===== src/rtl/pc_jump_counter.sv =====
module pc_jump_counter #(
  parameter int ADDR_W = 19,
  parameter int OPND_W = 32,
  parameter int OFF_W  = 16
) (
  input  logic              clk,
  input  logic              rst,
  input  logic              stall,
  input  logic [OPND_W-1:0] cmp_a,
  input  logic [OPND_W-1:0] cmp_b,
  input  logic              branch_en,
  input  logic              jump_en,
  input  logic [OFF_W-1:0]  rel_offset,
  input  logic [ADDR_W-1:0] abs_target,
  output logic [ADDR_W-1:0] pc
);
  localparam int EXT_W = ADDR_W - OFF_W;
  localparam logic [ADDR_W-1:0] STEP = ADDR_W'(1);

  logic [ADDR_W-1:0] pc_q;
  logic              opnd_eq;
  logic              branch_hit;
  logic              load_en;
  logic [ADDR_W-1:0] off_ext;
  logic [ADDR_W-1:0] add_a;
  logic [ADDR_W-1:0] add_b;
  logic [ADDR_W-1:0] load_val;
  logic [ADDR_W-1:0] pc_inc;

  assign opnd_eq    = (cmp_a == cmp_b);
  assign branch_hit = branch_en & opnd_eq;
  assign load_en    = branch_hit | jump_en;

  assign off_ext  = {{EXT_W{rel_offset[OFF_W-1]}}, rel_offset};
  assign add_a    = jump_en ? abs_target : pc_q;
  assign add_b    = jump_en ? '0 : off_ext;
  assign load_val = add_a + add_b;
  assign pc_inc   = pc_q + STEP;

  always_ff @(posedge clk) begin
    if (rst)
      pc_q <= '0;
    else if (!stall)
      pc_q <= load_en ? load_val : pc_inc;
  end

  assign pc = pc_q;
endmodule


===== config.mk =====
export PLATFORM = sky130hd
export DESIGN_NAME = pc_jump_counter
export DESIGN_NICKNAME = d
export VERILOG_FILES = /design/src/rtl/pc_jump_counter.sv
export SDC_FILE = /design/constraint.sdc
export NUM_CORES = 1
export LEC_CHECK = 0
export BUFFER_PORTS_ARGS = -buffer_cell sky130_fd_sc_hd__buf_2
export CORE_MARGIN = 2
export CORE_UTILIZATION = 25
export DETAILED_ROUTE_END_ITERATION = 7
export GPL_TIMING_DRIVEN = 0
export SYNTH_ARGS = -nofsm -noshare
export SYNTH_HDL_FRONTEND = slang
export SYNTH_SLANG_ARGS = --single-unit

===== constraint.sdc =====
create_clock -name clk -period 3 [get_ports clk]
set_input_delay 0.15 -clock clk [delete_from_list [all_inputs] [get_ports clk]]
set_output_delay 0.15 -clock clk [all_outputs]
set_load 0.05 [all_outputs]

==> impl_metrics.json <==
{
  "clock.fmax_mhz": 353,
  "grt_pass1_wl_um": 14200,
  "swShare_pct": 41.8,
  "switchingPower_mw": 0.435,
  "max-slew-margin-rel_pct": 66.8,
  "insertion_delay_ns": 0.27,
  "clockBufferDepth": 2,
  "root_buffer": "clkbuf_8",
  "cp-end-kind": "flip-flop",
  "fillers": 1157,
  "synth_seq_cells": 19,
  "worstMarginPinSlew_ns": 0.498,
  "p_seq_share_pct": 28.9,
  "port-buffer-count": 120,
  "avgViaCountPerCell": 4.99,
  "max-cap-violations": 0,
  "reg2reg_setup_slack_ns": 0.16,
  "postCtsHoldBufs": 0,
  "power_mw": 1.04,
  "place_congestion": 0.905,
  "clock_skew_ns": 0.00954,
  "grtUsageMet3_pct": 1.75,
  "hold_path.class": "in -> reg",
  "grt-ovfl-total": 0,
  "seqCellArea_um2": 384,
  "rr_startpoint": "pc[0]",
  "ctsHtreeMaxLevel": 1,
  "use_met2_pct": 28.0,
  "io_pins": 123,
  "wl_per_cell_um": 13.9,
  "power_per_cell_area_mw_per_mm2": 288,
  "multiInputGateArea_mm2": 0.00227,
  "cts_tree": "yes",
  "peakVddDrop_uv": 139,
  "dieArea_mm2": 0.0117,
  "hold_ws_ns": 0.149,
  "vias": 3168,
  "cp-start-kind": "flip-flop",
  "status": "finished, final reports clean",
  "fin_crit_sh_pct": 94.6,
  "finalMaxSlewViolations": 0,
  "r2r_end": "pc[18]",
  "dieWidth_um": 108,
  "syn-num-nets": 496,
  "die_h_um": 108,
  "leakage_nw": 1.61,
  "synth_edf_count": 0,
  "min-delay-start": "rst",
  "yosysTopAreaCellShare_pct": 14.0,
  "finalWirelength_um": 8830,
  "core_mm2": 0.0107,
  "antenna_cells": 0,
  "yosys_warnings": 0,
  "clock_sinks": 19,
  "design_area_mm2": 0.00361,
  "synthTopCellsByArea": "dfxtp_1 (14%), xnor2_1 (13%), ha_1 (8.8%), a21oi_1 (7.7%), mux2_2 (5.8%)",
  "grt_pass1_vias": 3086,
  "synthFlopType": "dfxtp_1",
  "drc": 0,
  "cp_max_fo": 6,
  "antenna_found_initial": 1,
  "area_delta_synth_final_pct": 32.9,
  "reg2regPathDepth": 12,
  "p_int_mw": 0.605,
  "placed_area_mm2": 0.00349,
  "fin_crit_ns": 2.84,
  "syn_area_mm2": 0.00272,
  "rsz0062_at_grt": "no",
  "hold_viol_final": 0,
  "grt_max_degree": 15,
  "required_ns": 3.19,
  "comb_power_share_pct": 52.8,
  "drt_iter0_markers": 206,
  "first_pass_iters": 4,
  "whs_path_depth": 2,
  "grt_busiest_layer": "met2",
  "path_clk_slew_ns": 0.08,
  "ys_seq_area_share_pct": 14.0,
  "setup_viol": 0,
  "use_met1_pct": 17.6,
  "start_util_pct": 25.4,
  "hpwl_um": 7490,
  "largest_reg_flops": 19,
  "async_reset_ff_share_pct": 0,
  "synth.avg_cell_area_um2": 7.30,
  "holdPathEnd": "pc[16]",
  "mostFrequentLayoutCells": "buf_2 (121), a21oi_1 (42), xnor2_1 (39)",
  "criticalPathCategory": "reg -> reg",
  "finalNetCount": 620,
  "arrival_ns": 3.03,
  "ys_types": 57,
  "yosys.area.top_type": "dfxtp_1",
  "p_clk_share_pct": 18.2,
  "layout_commonest_cell": "buf_2",
  "netlist_instances": 372,
  "track_usage_pct": 15.0,
  "drive_gt1_share_pct": 32.5,
  "cts_buffers": 3,
  "ant_nets": 0,
  "std_cell_rows": 38
}
-- cell usage after synthesis (2+ instances only) --
master and number:
a21oi_1 42, xnor2_1 39, nor2_1 36, nand2_1 30, nor2b_1 21, dfxtp_1 19
ha_1 19, nand3_1 17, o21ai_0 16, mux2_2 14, inv_1 12, nand4_1 9
a21o_1 7, and3_1 7, xor2_1 7, a31oi_1 6, clkbuf_1 6, mux2i_1 6
nor3_1 6, a211oi_1 4, a211oi_2 3, nor4_1 3, o21a_1 3, o22ai_1 3
a311oi_1 2, buf_1 2, buf_2 2, o21bai_1 2
-- worst max path at each step --
stage / endpoint / startpoint / depth (start not counted) / slack (ns)
2_1_floorplan: pc[18] / pc[1] / 10 / 0.06
3_3_place_gp: pc[15] / jump_en / 14 / -0.72
3_5_place_dp: pc[15] / jump_en / 14 / -0.75
4_1_cts: pc[16] / pc[0] / 12 / 0.01
5_1_grt: pc[15] / pc[2] / 11 / 0.006
6_report: pc[18] / pc[0] / 12 / 0.16
-- cell families (layout without fill, tap and decap cells) --
family	Yosys count	count (layout)	share of synthesized area, %
compound gates	102	102	24.1
xor+xnor	46	46	14.8
fa+ha+maj	20	20	9.49
buf+inv	27	150	4.56
flops	19	19	14.0
mux	20	20	8.02
simple gates	138	138	25.0
-- metal layers --
layer,wire (um),part of all wire (%),vias to the layer above
met5,11,0.12,-
met1,3500,40,1420
met4,161,1.8,2
li1,-,-,1586
met3,730,8.3,12
met2,4440,50,148
-- worst max-delay path, cell delays in order, from the launching register on --
cell	delay [ns]
dfxtp_4	0.38
mux2_4	0.16
ha_4	0.14
inv_1	0.05
fa_1	0.36
and2b_2	0.27
o31ai_4	0.08
a211oi_2	0.25
o21ai_2	0.15
a211o_1	0.29
and3_1	0.14
or3_1	0.32
a211oi_2	0.18
-- stage by stage --
| step | std cells | util (%) | TNS (ns) | worst slack [ns] |
|---|---|---|---|---|
| 6_report | 635 | 33.7 | 0 | 0.163 |
| 5_1_grt | 635 | 33.7 | 0 | 0.00562 |
| 2_1_floorplan | 372 | - | 0 | 0.0641 |
| 3_3_place_gp | 632 | 32.7 | -5.29 | -0.722 |
| 4_1_cts | 635 | 33.1 | 0 | 0.0127 |
| 3_5_place_dp | 632 | 32.7 | -5.75 | -0.745 |
-- power by group through the flow --
stage          clock, mW  combinational (mW)  sequential, mW
6_report           0.190               0.550           0.301
5_1_grt            0.197               0.606           0.306
4_1_cts            0.185               0.539           0.299
3_5_place_dp           0               0.537           0.305
3_3_place_gp           0               0.527           0.306
2_1_floorplan          0               0.309           0.362
-- cell type report --
cell class,count,share of cell area (%)
timing repair buffer,121,16.9
buffer,12,2.01
inverter,13,1.35
sequential,19,10.6
multi-input combinational,326,63.0
clock buffer,4,1.25
tap,140,4.85
-- repair_timing --
| action | 4_1_cts | 5_1_grt |
|---|---|---|
| endpoints found under the setup margin | 10 | 6 |
| gates cloned | 0 | 0 |
| resized for setup | 2 | 14 |
| buffers inserted | 0 | 1 |
| pin swaps | 0 | 3 |
Power figures use the tool's default switching activity.
